[src/rtl/lsu_pkg.sv]
package lsu_pkg;

  localparam int OP_W = 6;

  localparam logic [OP_W-1:0] OPC_LD_B_S = 6'h20;
  localparam logic [OP_W-1:0] OPC_LD_H_S = 6'h21;
  localparam logic [OP_W-1:0] OPC_LD_W   = 6'h23;
  localparam logic [OP_W-1:0] OPC_LD_B_U = 6'h24;
  localparam logic [OP_W-1:0] OPC_LD_H_U = 6'h25;
  localparam logic [OP_W-1:0] OPC_ST_B   = 6'h28;
  localparam logic [OP_W-1:0] OPC_ST_H   = 6'h29;
  localparam logic [OP_W-1:0] OPC_ST_W   = 6'h2b;

  typedef enum logic [1:0] {
    SZ_BYTE = 2'd0,
    SZ_HALF = 2'd1,
    SZ_WORD = 2'd2
  } acc_size_e;

  typedef struct packed {
    logic      is_load;
    logic      is_store;
    acc_size_e size;
    logic      sign_ext;
  } acc_ctl_t;

endpackage

[src/rtl/lsu_decode.sv]
module lsu_decode
  import lsu_pkg::*;
(
  input  logic [OP_W-1:0] opcode_i,
  output acc_ctl_t        ctl_o
);

  always_comb begin
    ctl_o = '{is_load: 1'b0, is_store: 1'b0, size: SZ_BYTE, sign_ext: 1'b0};
    unique case (opcode_i)
      OPC_LD_B_S: ctl_o = '{is_load: 1'b1, is_store: 1'b0, size: SZ_BYTE, sign_ext: 1'b1};
      OPC_LD_H_S: ctl_o = '{is_load: 1'b1, is_store: 1'b0, size: SZ_HALF, sign_ext: 1'b1};
      OPC_LD_W:   ctl_o = '{is_load: 1'b1, is_store: 1'b0, size: SZ_WORD, sign_ext: 1'b0};
      OPC_LD_B_U: ctl_o = '{is_load: 1'b1, is_store: 1'b0, size: SZ_BYTE, sign_ext: 1'b0};
      OPC_LD_H_U: ctl_o = '{is_load: 1'b1, is_store: 1'b0, size: SZ_HALF, sign_ext: 1'b0};
      OPC_ST_B:   ctl_o = '{is_load: 1'b0, is_store: 1'b1, size: SZ_BYTE, sign_ext: 1'b0};
      OPC_ST_H:   ctl_o = '{is_load: 1'b0, is_store: 1'b1, size: SZ_HALF, sign_ext: 1'b0};
      OPC_ST_W:   ctl_o = '{is_load: 1'b0, is_store: 1'b1, size: SZ_WORD, sign_ext: 1'b0};
      default:    ctl_o = '{is_load: 1'b0, is_store: 1'b0, size: SZ_BYTE, sign_ext: 1'b0};
    endcase
  end

endmodule

[src/rtl/lsu_agu.sv]
module lsu_agu #(
  parameter int ADDR_W = 32,
  parameter int IMM_W  = 16
) (
  input  logic [ADDR_W-1:0] base_i,
  input  logic [IMM_W-1:0]  disp_i,
  output logic [ADDR_W-1:0] ea_o
);

  localparam int EXT_W = ADDR_W - IMM_W;

  logic [ADDR_W-1:0] disp_ext;

  always_comb begin
    disp_ext = {{EXT_W{disp_i[IMM_W-1]}}, disp_i};
    ea_o     = base_i + disp_ext;
  end

endmodule

[src/rtl/lsu_req_path.sv]
module lsu_req_path
  import lsu_pkg::*;
#(
  parameter int DATA_W = 32
) (
  input  logic                  req_valid_i,
  input  acc_ctl_t              ctl_i,
  input  logic [$clog2(DATA_W/8)-1:0] off_i,
  input  logic [DATA_W-1:0]     rt_i,
  output logic [DATA_W/8-1:0]   be_o,
  output logic [DATA_W-1:0]     wdata_o,
  output logic                  rd_o,
  output logic                  misalign_o
);

  localparam int LANES = DATA_W / 8;
  localparam int OFF_W = $clog2(LANES);

  logic is_mem;
  logic bad_align;
  logic go;

  always_comb begin
    is_mem    = req_valid_i && (ctl_i.is_load || ctl_i.is_store);
    unique case (ctl_i.size)
      SZ_HALF: bad_align = off_i[0];
      SZ_WORD: bad_align = |off_i;
      default: bad_align = 1'b0;
    endcase
    misalign_o = is_mem && bad_align;
    go         = is_mem && !bad_align;
    rd_o       = go && ctl_i.is_load;
  end

  // Lane k (big-endian) occupies bits DATA_W-1-8k down to DATA_W-8-8k.
  for (genvar k = 0; k < LANES; k++) begin : g_lane
    logic hit;
    always_comb begin
      unique case (ctl_i.size)
        SZ_BYTE: hit = (off_i == OFF_W'(k));
        SZ_HALF: hit = (off_i[OFF_W-1:1] == (OFF_W-1)'(k / 2));
        default: hit = 1'b1;
      endcase
      be_o[LANES-1-k] = go && ctl_i.is_store && hit;
    end

    always_comb begin
      unique case (ctl_i.size)
        SZ_BYTE: wdata_o[DATA_W-1-8*k -: 8] = rt_i[7:0];
        SZ_HALF: wdata_o[DATA_W-1-8*k -: 8] = ((k % 2) == 0) ? rt_i[15:8] : rt_i[7:0];
        default: wdata_o[DATA_W-1-8*k -: 8] = rt_i[DATA_W-1-8*k -: 8];
      endcase
    end
  end

endmodule

[src/rtl/lsu_load_path.sv]
module lsu_load_path
  import lsu_pkg::*;
#(
  parameter int DATA_W = 32
) (
  input  logic                        clk,
  input  logic                        rst_n,
  input  logic                        rd_i,
  input  acc_ctl_t                    ctl_i,
  input  logic [$clog2(DATA_W/8)-1:0] off_i,
  input  logic [DATA_W-1:0]           rdata_i,
  output logic [DATA_W-1:0]           load_data_o,
  output logic                        load_valid_o
);

  localparam int LANES = DATA_W / 8;
  localparam int OFF_W = $clog2(LANES);

  logic             pend_q, pend_d;
  acc_size_e        size_q, size_d;
  logic             sx_q, sx_d;
  logic [OFF_W-1:0] off_q, off_d;
  logic             cap_en;

  always_comb begin
    cap_en = rd_i;
    pend_d = rd_i;
    size_d = ctl_i.size;
    sx_d   = ctl_i.sign_ext;
    off_d  = off_i;
  end

  always_ff @(posedge clk or negedge rst_n) begin
    if (!rst_n) begin
      pend_q <= 1'b0;
    end else begin
      pend_q <= pend_d;
    end
  end

  always_ff @(posedge clk) begin
    if (cap_en) begin
      size_q <= size_d;
      sx_q   <= sx_d;
      off_q  <= off_d;
    end
  end

  logic [7:0]  sel_b;
  logic [15:0] sel_h;

  always_comb begin
    sel_b = rdata_i[DATA_W-1-8*off_q -: 8];
    sel_h = rdata_i[DATA_W-1-16*off_q[OFF_W-1:1] -: 16];
    unique case (size_q)
      SZ_BYTE: load_data_o = sx_q ? {{(DATA_W-8){sel_b[7]}}, sel_b}
                                  : {{(DATA_W-8){1'b0}}, sel_b};
      SZ_HALF: load_data_o = sx_q ? {{(DATA_W-16){sel_h[15]}}, sel_h}
                                  : {{(DATA_W-16){1'b0}}, sel_h};
      default: load_data_o = rdata_i;
    endcase
    load_valid_o = pend_q;
  end

  // an unsigned narrow load never carries set bits above its field
  a_r5_zero_fill: assert property (@(posedge clk) disable iff (!rst_n)
    (load_valid_o && !sx_q && size_q == SZ_BYTE) |-> (load_data_o[DATA_W-1:8] == '0));

endmodule

[src/rtl/lsu_lane_align.sv]
module lsu_lane_align
  import lsu_pkg::*;
#(
  parameter int DATA_W = 32,
  parameter int IMM_W  = 16
) (
  input  logic                clk,
  input  logic                rst_n,
  input  logic                req_valid_i,
  input  logic [OP_W-1:0]     opcode_i,
  input  logic [DATA_W-1:0]   rs_i,
  input  logic [DATA_W-1:0]   rt_i,
  input  logic [IMM_W-1:0]    imm_i,
  input  logic [DATA_W-1:0]   mem_rdata_i,
  output logic [DATA_W-1:0]   mem_addr_o,
  output logic [DATA_W-1:0]   mem_wdata_o,
  output logic [DATA_W/8-1:0] mem_be_o,
  output logic                mem_rd_o,
  output logic [DATA_W-1:0]   load_data_o,
  output logic                load_valid_o,
  output logic                misalign_o
);

  localparam int LANES = DATA_W / 8;
  localparam int OFF_W = $clog2(LANES);

  // Reset: asserted asynchronously, released on a clock edge.
  logic rst_s1_q, rst_s2_q;
  always_ff @(posedge clk or negedge rst_n) begin
    if (!rst_n) begin
      rst_s1_q <= 1'b0;
      rst_s2_q <= 1'b0;
    end else begin
      rst_s1_q <= 1'b1;
      rst_s2_q <= rst_s1_q;
    end
  end

  acc_ctl_t         ctl;
  logic [OFF_W-1:0] off;

  lsu_decode u_dec (
    .opcode_i (opcode_i),
    .ctl_o    (ctl)
  );

  lsu_agu #(.ADDR_W(DATA_W), .IMM_W(IMM_W)) u_agu (
    .base_i (rs_i),
    .disp_i (imm_i),
    .ea_o   (mem_addr_o)
  );

  assign off = mem_addr_o[OFF_W-1:0];

  lsu_req_path #(.DATA_W(DATA_W)) u_req (
    .req_valid_i (req_valid_i),
    .ctl_i       (ctl),
    .off_i       (off),
    .rt_i        (rt_i),
    .be_o        (mem_be_o),
    .wdata_o     (mem_wdata_o),
    .rd_o        (mem_rd_o),
    .misalign_o  (misalign_o)
  );

  lsu_load_path #(.DATA_W(DATA_W)) u_ld (
    .clk          (clk),
    .rst_n        (rst_s2_q),
    .rd_i         (mem_rd_o),
    .ctl_i        (ctl),
    .off_i        (off),
    .rdata_i      (mem_rdata_i),
    .load_data_o  (load_data_o),
    .load_valid_o (load_valid_o)
  );

  // enable patterns are one lane, one aligned pair or the full word
  a_r2_be_shape: assert property (@(posedge clk) disable iff (!rst_s2_q)
    (mem_be_o != '0) |-> ($countones(mem_be_o) == 1 || mem_be_o == 4'b1100 ||
                          mem_be_o == 4'b0011 || mem_be_o == 4'b1111));

  // a misaligned request leaves memory untouched
  a_r6_no_access: assert property (@(posedge clk) disable iff (!rst_s2_q)
    misalign_o |-> (mem_be_o == '0 && !mem_rd_o));

  // each strobe yields a result in the next cycle
  a_r7_result_follows: assert property (@(posedge clk) disable iff (!rst_s2_q)
    mem_rd_o |=> load_valid_o);

  // no result without a preceding strobe
  a_r7_result_cause: assert property (@(posedge clk) disable iff (!rst_s2_q)
    load_valid_o |-> $past(mem_rd_o));

  // an idle request drives nothing at memory
  a_r8_idle_quiet: assert property (@(posedge clk) disable iff (!rst_s2_q)
    !req_valid_i |-> (mem_be_o == '0 && !mem_rd_o && !misalign_o));

endmodule

[config.mk]
export PLATFORM = sky130hd
export DESIGN_NAME = lsu_lane_align
export DESIGN_NICKNAME = d
export VERILOG_FILES = /design/src/rtl/lsu_pkg.sv /design/src/rtl/lsu_decode.sv /design/src/rtl/lsu_agu.sv /design/src/rtl/lsu_req_path.sv /design/src/rtl/lsu_load_path.sv /design/src/rtl/lsu_lane_align.sv
export SDC_FILE = /design/constraint.sdc
export NUM_CORES = 1
export LEC_CHECK = 0
export BUFFER_PORTS_ARGS = -buffer_cell sky130_fd_sc_hd__buf_2
export CORE_MARGIN = 3
export CORE_UTILIZATION = 35
export CTS_BUF_LIST = sky130_fd_sc_hd__clkbuf_8 sky130_fd_sc_hd__clkbuf_16
export DETAILED_ROUTE_END_ITERATION = 10
export GPL_TIMING_DRIVEN = 0
export PLACE_DENSITY_LB_ADDON = 0.05
export SYNTH_ARGS = -nofsm -noshare
export SYNTH_HDL_FRONTEND = slang
export SYNTH_SLANG_ARGS = --single-unit
[constraint.sdc]
create_clock -name clk -period 4.5 [get_ports clk]
set_input_delay 0.9 -clock clk [delete_from_list [all_inputs] [get_ports clk]]
set_output_delay 0.9 -clock clk [all_outputs]
set_load 0.005 [all_outputs]
* Word-level counts from Yosys, hierarchy flattened
Cells that the tools add are included.
** Cells by class
- Add/sub/neg operators :: 3
- Eq/ne operators :: 14
- Shifts and indexed selects :: 2
- Multiplexer cells :: 12
- Bitwise operators :: 1
- Reduce and logical (&&, ||, !) cells :: 16
** Operator list (count)
- $mux 32 :: 2
- $pmux 32 s2 :: 1
- $eq 6x6->1 const B :: 8
- $shiftx 47x33->16 :: 1
- $pmux 5 s8 :: 1
- $shiftx 39x33->8 :: 1
- $add 32x32->32 :: 1
- $mux 8 :: 2
- $pmux 8 s2 :: 1
- $sub 5x5->6 const A :: 2
- $pmux 1 s2 :: 5
- $logic_and 1x1->1 :: 9
- $eq 2x1->1 const B :: 3
- $eq 2x2->1 const B :: 3
- $logic_not 2->1 :: 3
- $reduce_or 2->1 :: 2
- $logic_not 1->1 :: 1
- $logic_or 1x1->1 :: 1
- $not 1->1 :: 1
** Storage, ports and cells
- Register bits :: 8
- Output and inout bits :: 103
- Word-level logic and storage cells :: 54

* Longest topological paths before layout
Gate-level depths: netlist (run 1).
- Word-level depth :: 8
- Mapped depth :: 11

* Cells and area by module
Synthesis (run 1) repeated with hierarchy kept, for this count alone.
** Second synthesis, totals
- Cell total of the unflattened synthesis :: 482
- Area total of the unflattened synthesis :: 3728.6 sq um
** Modules (own cells, without submodules)
- lsu_agu :: times used 1, cells each 275, area an instance 2045.7 sq um
- lsu_load_path :: times used 1, cells each 117, area an instance 980.9 sq um
- lsu_req_path :: times used 1, cells each 77, area an instance 568.0 sq um
- lsu_decode :: times used 1, cells each 10, area an instance 80.1 sq um
- lsu_lane_align :: times used 1, cells each 3, area an instance 53.8 sq um

* Worst setup path before layout (run 1)
Ideal clock, no wire load.
- Path kind :: input to output
- Start point :: input opcode_i[4]
- End point :: output mem_rd_o
- Arrival :: 2.962 ns
- Slack :: 0.638 ns
- Cell stages on the path :: 8
- Buffers on the path :: 0
- Cells stage by stage :: nand2b_1 > or4_1 > ha_1 > o21ai_0 > o21ai_0 > nand2_1 > nand2b_1 > nor4b_1
** On the way
- Word-level cells in the longest chain between the ends :: 7
- Elaborated cells on any way between the ends :: 17
- Classes of those cells :: 10 x eq/ne; 2 x mux; 5 x reduce/logical
** Ends and longest elaborated chain
- from (decl) :: RTL line lsu_lane_align.sv:10 : input logic [OP_W-1:0] opcode_i,
- $eq 6x6->1 :: RTL line lsu_decode.sv:10 : unique case (opcode_i)
- $pmux 5 s8 (*) :: RTL line lsu_decode.sv:10
- $eq 2x2->1 / $eq 2x1->1 (equally long branches) :: RTL line lsu_req_path.sv:25 : unique case (ctl_i.size)
- $pmux 1 s2 :: RTL line lsu_req_path.sv:25
- $logic_not 1->1 :: RTL line lsu_req_path.sv:31 : go = is_mem && !bad_align;
- $logic_and 1x1->1 :: RTL line lsu_req_path.sv:31
- $logic_and 1x1->1 (*) :: RTL line lsu_req_path.sv:32 : rd_o = go && ctl_i.is_load;
- to (decl) :: RTL line lsu_lane_align.sv:18 : output logic mem_rd_o,
Mark *: on every way between the ends. The rest lies on a longest branch, timed or not.

* Worst setup path in the final report (run 1)
- Start point :: input imm_i[0]
- End point :: output mem_addr_o[16]
** On the way
- Word-level cells in the longest chain between the ends :: 1
** Ends and longest elaborated chain
- from (decl) :: RTL line lsu_lane_align.sv:13 : input logic [IMM_W-1:0] imm_i,
- $add 32x32->32 :: RTL line lsu_agu.sv:16 : ea_o = base_i + disp_ext;
- to (decl) :: RTL line lsu_lane_align.sv:15 : output logic [DATA_W-1:0] mem_addr_o,
No other way between the ends.

==> flow_summary.json, run 1 <==
{
  "die_x_um": 100,
  "syn_area_mm2": 0.00309,
  "grt_pass1_vias": 3784,
  "slowest_stage": "a31oi_1",
  "highest_layer": "met4",
  "num-fill-cells": 923,
  "power.total_mw": 0.669,
  "status": "complete, but fails checks",
  "crit_buf_inv": 3,
  "period_minus_slack_ns": 4.28,
  "final_cell_count_no_fill": 770,
  "dr.pass1.iters": 4,
  "setup_violations": 0,
  "fin_ws_ns": 0.224,
  "start_util_pct": 36.9,
  "wl_met1_um": 4410,
  "ios": 224,
  "rsz0062_at_grt": "false",
  "met3_length_um": 682,
  "yosysSeqAreaShare_pct": 7.29,
  "synth_flop_cell": "edfxtp_1",
  "critPathMaxFanout": 3,
  "crit_path_end": "mem_addr_o[16]",
  "wl_per_cell_um": 14.1,
  "hp-class": "reg -> async",
  "slew_violations": 0,
  "failed_checks": "negative hold slack",
  "p_leak_nw": 2.35,
  "drive_gt1_share_pct": 41.1,
  "grt_pass1_wl_um": 17200,
  "path_common_cell": "buf_2",
  "r2r-start": "rst_s1_q",
  "maxCapViolCount": 0,
  "groute.usage.overall_pct": 20.2,
  "place_inst": 766,
  "clkTransAtPathRegs_ns": 0.04,
  "r2r_cells": 0,
  "async_flop_share_pct": 37.5,
  "vias_per_cell": 5.19,
  "yosysWarnings": 0,
  "max_slew_margin_pct": 49.1,
  "drc_errors": 0,
  "vias": 3998,
  "path_depth": 12,
  "cts_sinks": 8,
  "synth.cells.most_frequent": "nand2_1 (84), a21oi_1 (43), ha_1 (34), nor2_1 (26), o21ai_0 (22)",
  "die_h_um": 100,
  "dieArea_mm2": 0.00999,
  "grt_max_degree": 18,
  "clock_path_buffers": 2,
  "synth.distinct_cells": 60,
  "worst_setup_path_end_kind": "output port",
  "clock_latency_ns": 0.22,
  "cts_made_buffers": 3,
  "power_density_mw_per_mm2": 152,
  "ant_nets": 0,
  "coreArea_mm2": 0.00838,
  "critPathTopFamily": "compound AO/OA/AOI/OAI gates",
  "synthTopCellsByArea": "ha_1 (14%), nand2_1 (10%), a21oi_1 (7.0%)",
  "clockRootBuffer": "clkbuf_8",
  "cts_htree_levels": 1,
  "hpwlAfterDp_um": 9270,
  "synth_fp_nets": 594,
  "synth_top_area_share_pct": 13.8,
  "critPathLaunch": "imm_i[0]",
  "drt_iter0_markers": 79,
  "fin_nets": 822,
  "worstMarginPinSlew_ns": 0.762,
  "synth.most_common_cell": "nand2_1",
  "place_congestion": 0.877,
  "synth-edff-count": 5,
  "arrival_ns": 3.38,
  "port-buffer-count": 223,
  "wl_um": 10900,
  "fp-row-count": 33,
  "pre_cts_ws_ns": -0.191,
  "yosysTopAreaCell": "ha_1",
  "antennaDiodeCount": 0,
  "hold-worst-slack_ns": -0.00101,
  "antenna_found_initial": 0,
  "cts_tree": "done",
  "critical_path_class": "in -> out",
  "fmax_ghz": 0.234,
  "syn2layout_area_growth_pct": 42.5,
  "ir_drop_mv": 0.0973,
  "fin_tns_setup_ns": 0,
  "crit_chain": "buf_2, ha_1, inv_1, fa_1, and2b_1, o2111ai_1, a21oi_1, o21bai_1, a31oi_1, a31o_2, xor2_1, buf_2",
  "synth_cells": 438,
  "finalCoreUtilization_pct": 52.5,
  "cpPeakStageDelay_ns": 0.41,
  "avgSynthCellArea_um2": 7.06,
  "r2r_slack_ns": 4.04,
  "startpoint_type": "input pin",
  "critical_path_required_ns": 3.60,
  "fin_skew_ns": 0.000173,
  "synth-seq-cells": 8,
  "wl_met2_um": 5650,
  "r2r_end": "rst_s2_q",
  "overflow": 0,
  "hold_violations": 1,
  "period_share_pct": 95.0
}
[cells in the final DEF, fill, tap and decap left out, types with 8 or more instances in the layout]
cell type / netlist / routed
nand3_1: 8 / 8
a21oi_1: 43 / 43
buf_2: 3 / 226
xor2_1: 14 / 14
a22oi_1: 15 / 15
mux2_2: 17 / 17
ha_1: 34 / 34
inv_1: 14 / 15
xnor2_1: 17 / 17
o21ai_0: 22 / 22
nor2_1: 26 / 25
a21o_1: 10 / 10
nand2_1: 84 / 84
buf_4: 8 / 8
clkbuf_1: 17 / 17
[sequential cells by signal (all words and copies together) (netlist names)]
signal,flops
u_ld.off_q,2
u_ld.size_q,2
rst_s1_q,1
rst_s2_q,1
u_ld.load_valid_o,1
u_ld.sx_q,1
[report_power, final]
part | switching, mW | total, mW | internal, mW
Sequential | 0.000347 | 0.0803 | 0.0799
Combinational | 0.260 | 0.502 | 0.242
Clock | 0.0275 | 0.0865 | 0.0590
[kinds of logic after synthesis]
| kind of cell | Yosys count | share of synthesized area [%] |
|---|---|---|
| other | 1 | 0.121 |
| buffers and inverters | 45 | 6.68 |
| flip-flops | 8 | 7.29 |
| AO/OA/AOI/OAI | 145 | 33.2 |
| adder cells (fa/ha/maj) | 35 | 14.4 |
| AND/OR/NAND/NOR | 149 | 21.1 |
| XOR/XNOR | 31 | 8.79 |
| multiplexers | 24 | 8.46 |
[worst min path at each step]
stage,endpoint,cells after the start,startpoint
finish,u_ld.load_valid_o,0,rst_s2_q
global placement,u_ld.load_valid_o,0,rst_s2_q
floorplan,u_ld.load_valid_o,0,rst_s2_q
global route,u_ld.load_valid_o,0,rst_s2_q
detailed placement,u_ld.load_valid_o,0,rst_s2_q
CTS,u_ld.load_valid_o,0,rst_s2_q
[routing by layer]
| layer | GRT usage [%] | vias up |
|---|---|---|
| met3 | 2.50 | 10 |
| met1 | 24.5 | 1812 |
| met4 | 2.63 | 0 |
| met2 | 38.5 | 128 |
| met5 | 0 | - |
| li1 | - | 2048 |
[final cells by class]
class	count	area [um^2]	share of cell area, %
timing repair buffer	223	1120	25.3
buffer	31	154	3.49
multi-input combinational	385	2680	60.9
inverter	14	52.6	1.19
clock buffer	3	41.3	0.938
clock inverter	1	3.75	0.0852
sequential	8	225	5.11
tap	105	131	2.98
[timing repair]
| item | 4_1_cts | 5_1_grt |
|---|---|---|
| endpoints found under the setup margin | 3 | 5 |
| setup buffers | 0 | 0 |
| resized for setup | 2 | 2 |
| hold endpoints to repair | 0 | 0 |
| hold buffers | 0 | 0 |
[stage by stage]
step / area [um^2] / hold WS (ns)
after floorplan: 3090 / -0.00566
after global placement: 4340 / -0.00371
after detailed placement: 4340 / -0.00233
after CTS: 4390 / 0.000948
after global routing: 4400 / 0.00955
final: 4400 / -0.00101
Note: power is estimated with default switching activity, not from simulation.
==> inputs of run 2 (changes only) <==
--- a/config.mk
+++ b/config.mk
@@ -5,6 +5,7 @@
 export SDC_FILE = /design/constraint.sdc
 export NUM_CORES = 1
 export LEC_CHECK = 0
+export ABC_AREA = 1
 export BUFFER_PORTS_ARGS = -buffer_cell sky130_fd_sc_hd__buf_2
 export CORE_MARGIN = 3
 export CORE_UTILIZATION = 35
==> run 2 against run 1 <==
  * The flow now finishes without violations
  * Die area up 25%
  * Worst hold slack gained 0.0013 ns
  * Core utilization down 3.1 points
  * Clock power is 2% lower
  * Register-to-register slack is essentially flat
  * Cell area rose by 19%
==> flow_summary.json, run 2 <==
{
  "async_flop_share_pct": 37.5,
  "wl_um": 13200,
  "setup_violations": 0,
  "fp-row-count": 37,
  "synth.cells.most_frequent": "nand2_1 (347), inv_1 (151), nor2_1 (52), nand3_1 (47), ha_1 (34)",
  "period_share_pct": 91.5,
  "cts_sinks": 8,
  "synth_top_area_share_pct": 33.3,
  "grt_pass1_wl_um": 22300,
  "finalCoreUtilization_pct": 49.5,
  "wl_per_cell_um": 11.6,
  "yosysTopAreaCell": "nand2_1",
  "synth_cells": 777,
  "coreArea_mm2": 0.0106,
  "groute.usage.overall_pct": 20.5,
  "hpwlAfterDp_um": 11600,
  "drt_iter0_markers": 329,
  "synth-seq-cells": 8,
  "place_congestion": 0.879,
  "status": "completed",
  "fin_nets": 1161,
  "r2r-start": "rst_s1_q",
  "r2r_end": "rst_s2_q",
  "arrival_ns": 3.22,
  "met1_usage_pct": 27.4,
  "rsz0062_at_grt": "false",
  "vias": 5212,
  "avgSynthCellArea_um2": 5.04,
  "layout_commonest_cell": "nand2_1",
  "maxCapViolCount": 0,
  "worstMarginPinSlew_ns": 0.925,
  "crit_chain": "buf_2, ha_1, inv_1, fa_1, inv_1, o21ai_0, o21ai_0, nand2_1, nor3b_1, buf_2",
  "drc_errors": 0,
  "cts_made_buffers": 3,
  "overflow": 0,
  "startpoint_type": "input pin",
  "vias_per_cell": 4.57,
  "critPathTopFamily": "simple AND/OR/NAND/NOR gates",
  "slew_violations": 0,
  "ant_nets": 0,
  "antenna_found_initial": 0,
  "antennaDiodeCount": 0,
  "ir_drop_mv": 0.0576,
  "cts_hold_buf": 0,
  "die_x_um": 112,
  "dr.pass1.iters": 5,
  "period_minus_slack_ns": 4.12,
  "power_density_mw_per_mm2": 134,
  "cts_setup_buffers": 0,
  "hold_violations": 0,
  "synth_fp_nets": 933,
  "synth.most_common_cell": "nand2_1",
  "synth.distinct_cells": 35,
  "clock_path_buffers": 2,
  "hp-class": "reg -> async",
  "drive_gt1_share_pct": 26.0,
  "syn2layout_area_growth_pct": 34.0,
  "die_h_um": 112,
  "fmax_ghz": 0.243,
  "slowest_stage": "nor3b_1",
  "synth_flop_cell": "edfxtp_1",
  "grt_pass1_vias": 4925,
  "final_cell_mix": "nand2_1 (347), buf_2 (227), inv_1 (152), nor2_1 (52), nand3_1 (47)",
  "critPathMaxFanout": 7,
  "yosysWarnings": 0,
  "grt_busiest_layer": "met2",
  "start_util_pct": 36.9,
  "cts_resized": 0,
  "p_leak_nw": 3.53,
  "grt_use_met3_pct": 3.53,
  "use_met2_pct": 35.3,
  "synthTopCellsByArea": "nand2_1 (33%), inv_1 (14%), ha_1 (11%)",
  "final_cell_count_no_fill": 1140,
  "yosysSeqAreaShare_pct": 5.75,
  "crit_buf_inv": 4,
  "max_slew_margin_pct": 38.2,
  "grt_max_degree": 18,
  "cts_htree_levels": 1,
  "r2r_cells": 0,
  "r2r_slack_ns": 4.03,
  "fin_tns_setup_ns": 0,
  "port-buffer-count": 223,
  "cpPeakStageDelay_ns": 0.76,
  "power.total_mw": 0.701,
  "clkTransAtPathRegs_ns": 0.04,
  "cts_tree": "done",
  "clock_latency_ns": 0.22,
  "critical_path_required_ns": 3.60,
  "dieArea_mm2": 0.0125,
  "critical_path_class": "in -> out",
  "num-fill-cells": 1234,
  "syn_area_mm2": 0.00391,
  "top_regs": "u_ld.off_q: 2 flops, u_ld.size_q: 2 flops",
  "place_inst": 1136,
  "worst_setup_path_end_kind": "output port",
  "synth-edff-count": 5,
  "fin_skew_ns": 0.0000144,
  "clockRootBuffer": "clkbuf_8",
  "ios": 224
}
run 2: routing by layer:
layer / part of all wire [%] / vias to the layer above / wire length, um
met2: 46 / 175 / 6040
met1: 45 / 2198 / 5920
met3: 8.7 / 10 / 1150
met4: 0.86 / 0 / 114
li1: - / 2829 / -
met5: 0 / - / 0
run 2: layout make-up:
cell class | count | area (um^2) | share of cell area [%]
multi-input cells | 594 | 2970 | 56.6
repair buffers | 223 | 1120 | 21.3
inverters | 152 | 573 | 10.9
flip-flops and latches | 8 | 225 | 4.29
well taps | 136 | 170 | 3.24
plain buffers | 23 | 148 | 2.81
clock buffers | 3 | 41.3 | 0.787
clock inverters | 1 | 3.75 | 0.0716
run 2: metrics by stage:
stage / setup slack (ns) / hold WS (ns) / cell area (um^2)
floorplan: 0.976 / -0.00566 / 3910
global placement: 0.327 / 0.000153 / 5200
detailed placement: 0.311 / 0.0000190 / 5200
CTS: 0.308 / 0.00303 / 5250
global route: 0.163 / 0.00948 / 5250
finish: 0.381 / 0.000261 / 5250
run 2: power breakdown:
part           internal [mW]  switching, mW  leakage [nW]  total (mW)
logic                  0.230          0.306          3.43       0.536
registers             0.0800       0.000483        0.0763      0.0805
clock network         0.0588         0.0258        0.0269      0.0846
total                  0.369          0.333          3.53       0.701
run 2: cell families after synthesis:
logic type,share of synthesized area [%]
buf+inv,18.4
compound gates,12.3
simple gates,48.5
other cells,0.0958
flops,5.75
fa+ha+maj,11.4
xor+xnor,3.58
run 2: worst max path at each step:
stage | end | from | cells past startpoint
floorplan | mem_rd_o | rs_i[0] | 8
finish | mem_rd_o | imm_i[0] | 10
global route | mem_rd_o | imm_i[0] | 10
detailed placement | mem_rd_o | imm_i[0] | 10
global placement | mem_rd_o | imm_i[0] | 10
CTS | mem_rd_o | imm_i[0] | 10
==> inputs of run 3 (changes only) <==
--- a/config.mk
+++ b/config.mk
@@ -11,7 +11,6 @@
 export CORE_UTILIZATION = 35
 export CTS_BUF_LIST = sky130_fd_sc_hd__clkbuf_8 sky130_fd_sc_hd__clkbuf_16
 export DETAILED_ROUTE_END_ITERATION = 10
-export GPL_TIMING_DRIVEN = 0
 export PLACE_DENSITY_LB_ADDON = 0.05
 export SYNTH_ARGS = -nofsm -noshare
 export SYNTH_HDL_FRONTEND = slang
==> constraint.sdc (replaced) <==
create_clock -name clk -period 5 [get_ports clk]
set_input_delay 1 -clock clk [delete_from_list [all_inputs] [get_ports clk]]
set_output_delay 1 -clock clk [all_outputs]
set_load 0.005 [all_outputs]
==> run 3 against run 2 <==
  * The run now ends with negative hold slack left
  * Power down 11%
  * Core utilization is 1.3 points lower
  * Die area did not move
  * Setup slack better by 0.64 ns
  * Via count down 1.6%
==> flow_summary.json, run 3 (synthesis results as in run 2) <==
{
  "status": "complete, but fails checks",
  "failed_checks": "negative hold slack",
  "setup_violations": 0,
  "max_slew_margin_pct": 41.0,
  "cts_tree": "done",
  "ios": 224,
  "cts_hold_buf": 0,
  "clkTransAtPathRegs_ns": 0.04,
  "dr.pass1.iters": 5,
  "start_util_pct": 36.9,
  "drt_iter0_markers": 349,
  "r2r-start": "rst_s1_q",
  "met3_length_um": 879,
  "critical_path_class": "in -> out",
  "coreArea_mm2": 0.0106,
  "slew_violations": 0,
  "place_inst": 1115,
  "pre_cts_ws_ns": 1.03,
  "port-buffer-count": 223,
  "dieArea_mm2": 0.0125,
  "cts_made_buffers": 3,
  "critical_path_required_ns": 4.00,
  "vias_per_cell": 4.59,
  "crit_chain": "buf_2, inv_1, nor2_1, inv_1, nor2_1, o21ai_0, inv_1, ha_1, inv_1, o21ai_0, nand2_1, nor3b_1, buf_4, buf_2",
  "drc_errors": 0,
  "path_common_cell": "inv_1",
  "p_leak_nw": 3.46,
  "period_share_pct": 79.5,
  "overflow": 0,
  "wl_um": 13000,
  "clock_latency_ns": 0.22,
  "critPathMaxFanout": 11,
  "groute.usage.overall_pct": 19.7,
  "wl_per_cell_um": 11.6,
  "cts_setup_buffers": 0,
  "maxCapViolCount": 0,
  "cts_sinks": 8,
  "fin_nets": 1140,
  "grt_pass1_wl_um": 21300,
  "r2r_slack_ns": 4.53,
  "ant_nets": 0,
  "grt_max_degree": 28,
  "fmax_ghz": 0.252,
  "clock_path_buffers": 2,
  "r2r_end": "rst_s2_q",
  "hpwlAfterDp_um": 11300,
  "wl_met1_um": 6030,
  "power_density_mw_per_mm2": 123,
  "hold-worst-slack_ns": -0.000481,
  "drive_gt1_share_pct": 25.1,
  "fp-row-count": 37,
  "final_cell_count_no_fill": 1119,
  "period_minus_slack_ns": 3.98,
  "final_cell_mix": "nand2_1 (347), buf_2 (223), inv_1 (152), nor2_1 (52), nand3_1 (47)",
  "syn2layout_area_growth_pct": 30.6,
  "fin_skew_ns": 0.0000222,
  "cpPeakStageDelay_ns": 0.33,
  "die_h_um": 112,
  "vias": 5131,
  "startpoint_type": "input pin",
  "clockRootBuffer": "clkbuf_8",
  "arrival_ns": 2.98,
  "cts_resized": 0,
  "hp-class": "reg -> async",
  "worst_setup_path_end_kind": "output port",
  "slowest_stage": "o21ai_0",
  "rsz0062_at_grt": "false",
  "worstMarginPinSlew_ns": 0.885,
  "grt_pass1_vias": 4654,
  "layout_commonest_cell": "nand2_1",
  "r2r_cells": 0,
  "antennaDiodeCount": 0,
  "place_congestion": 0.869,
  "die_x_um": 112,
  "cts_htree_levels": 1,
  "highest_layer": "met4",
  "top_regs": "u_ld.off_q: 2 flops, u_ld.size_q: 2 flops",
  "wl_met2_um": 5960,
  "antenna_found_initial": 0,
  "fin_ws_ns": 1.02,
  "ir_drop_mv": 0.0584,
  "hold_violations": 1,
  "fin_tns_setup_ns": 0
}
## run 3: cell count changes in the layout (fill, tap and decap cells not counted)
cell,before,now
buf_2,227,223
buf_4,9,2
buf_6,3,0
clkbuf_1,7,0
## run 3: power by group
part | total, mW | internal, mW | switching [mW] | leakage, nW
Sequential | 0.0730 | 0.0720 | 0.00100 | 0.0763
Combinational | 0.477 | 0.203 | 0.275 | 3.35
Clock | 0.0769 | 0.0530 | 0.0239 | 0.0269
## run 3: worst max path at each step
stage | from | depth (start not counted) | to
final | opcode_i[5] | 14 | mem_rd_o
after CTS | opcode_i[5] | 14 | mem_rd_o
after global routing | opcode_i[5] | 14 | mem_rd_o
after detailed placement | opcode_i[5] | 14 | mem_rd_o
after floorplan | rs_i[0] | 8 | mem_rd_o
after global placement | opcode_i[5] | 14 | mem_rd_o
## run 3: layout make-up
type                       count  area (um^2)
multi-input combinational    594         2970
clock buffer                   3         41.3
clock inverter                 1         3.75
sequential                     8          225
timing repair buffer         225         1130
inverter                     152          573
tap                          136          170
fill                        1259         5490
## run 3: worst max-delay path, delay by kind of cell
kind	cells	cell delay, ns
fa+ha+maj	1	0.23
simple gates	4	0.39
compound gates	2	0.46
buf+inv	7	0.89
## run 3: metal layers
layer	GRT usage, %	vias to the layer above
met5	0	-
met4	2.35	0
met3	2.45	8
met2	33.8	154
met1	27.2	2178
li1	-	2791
## run 3: through the flow
step	instance area [um^2]	util (%)	power (mW)
detailed placement	5070	47.8	0.552
finish	5110	48.2	0.627
floorplan	3910	-	0.358
global placement	5070	47.8	0.555
global route	5110	48.2	0.708
CTS	5110	48.2	0.633
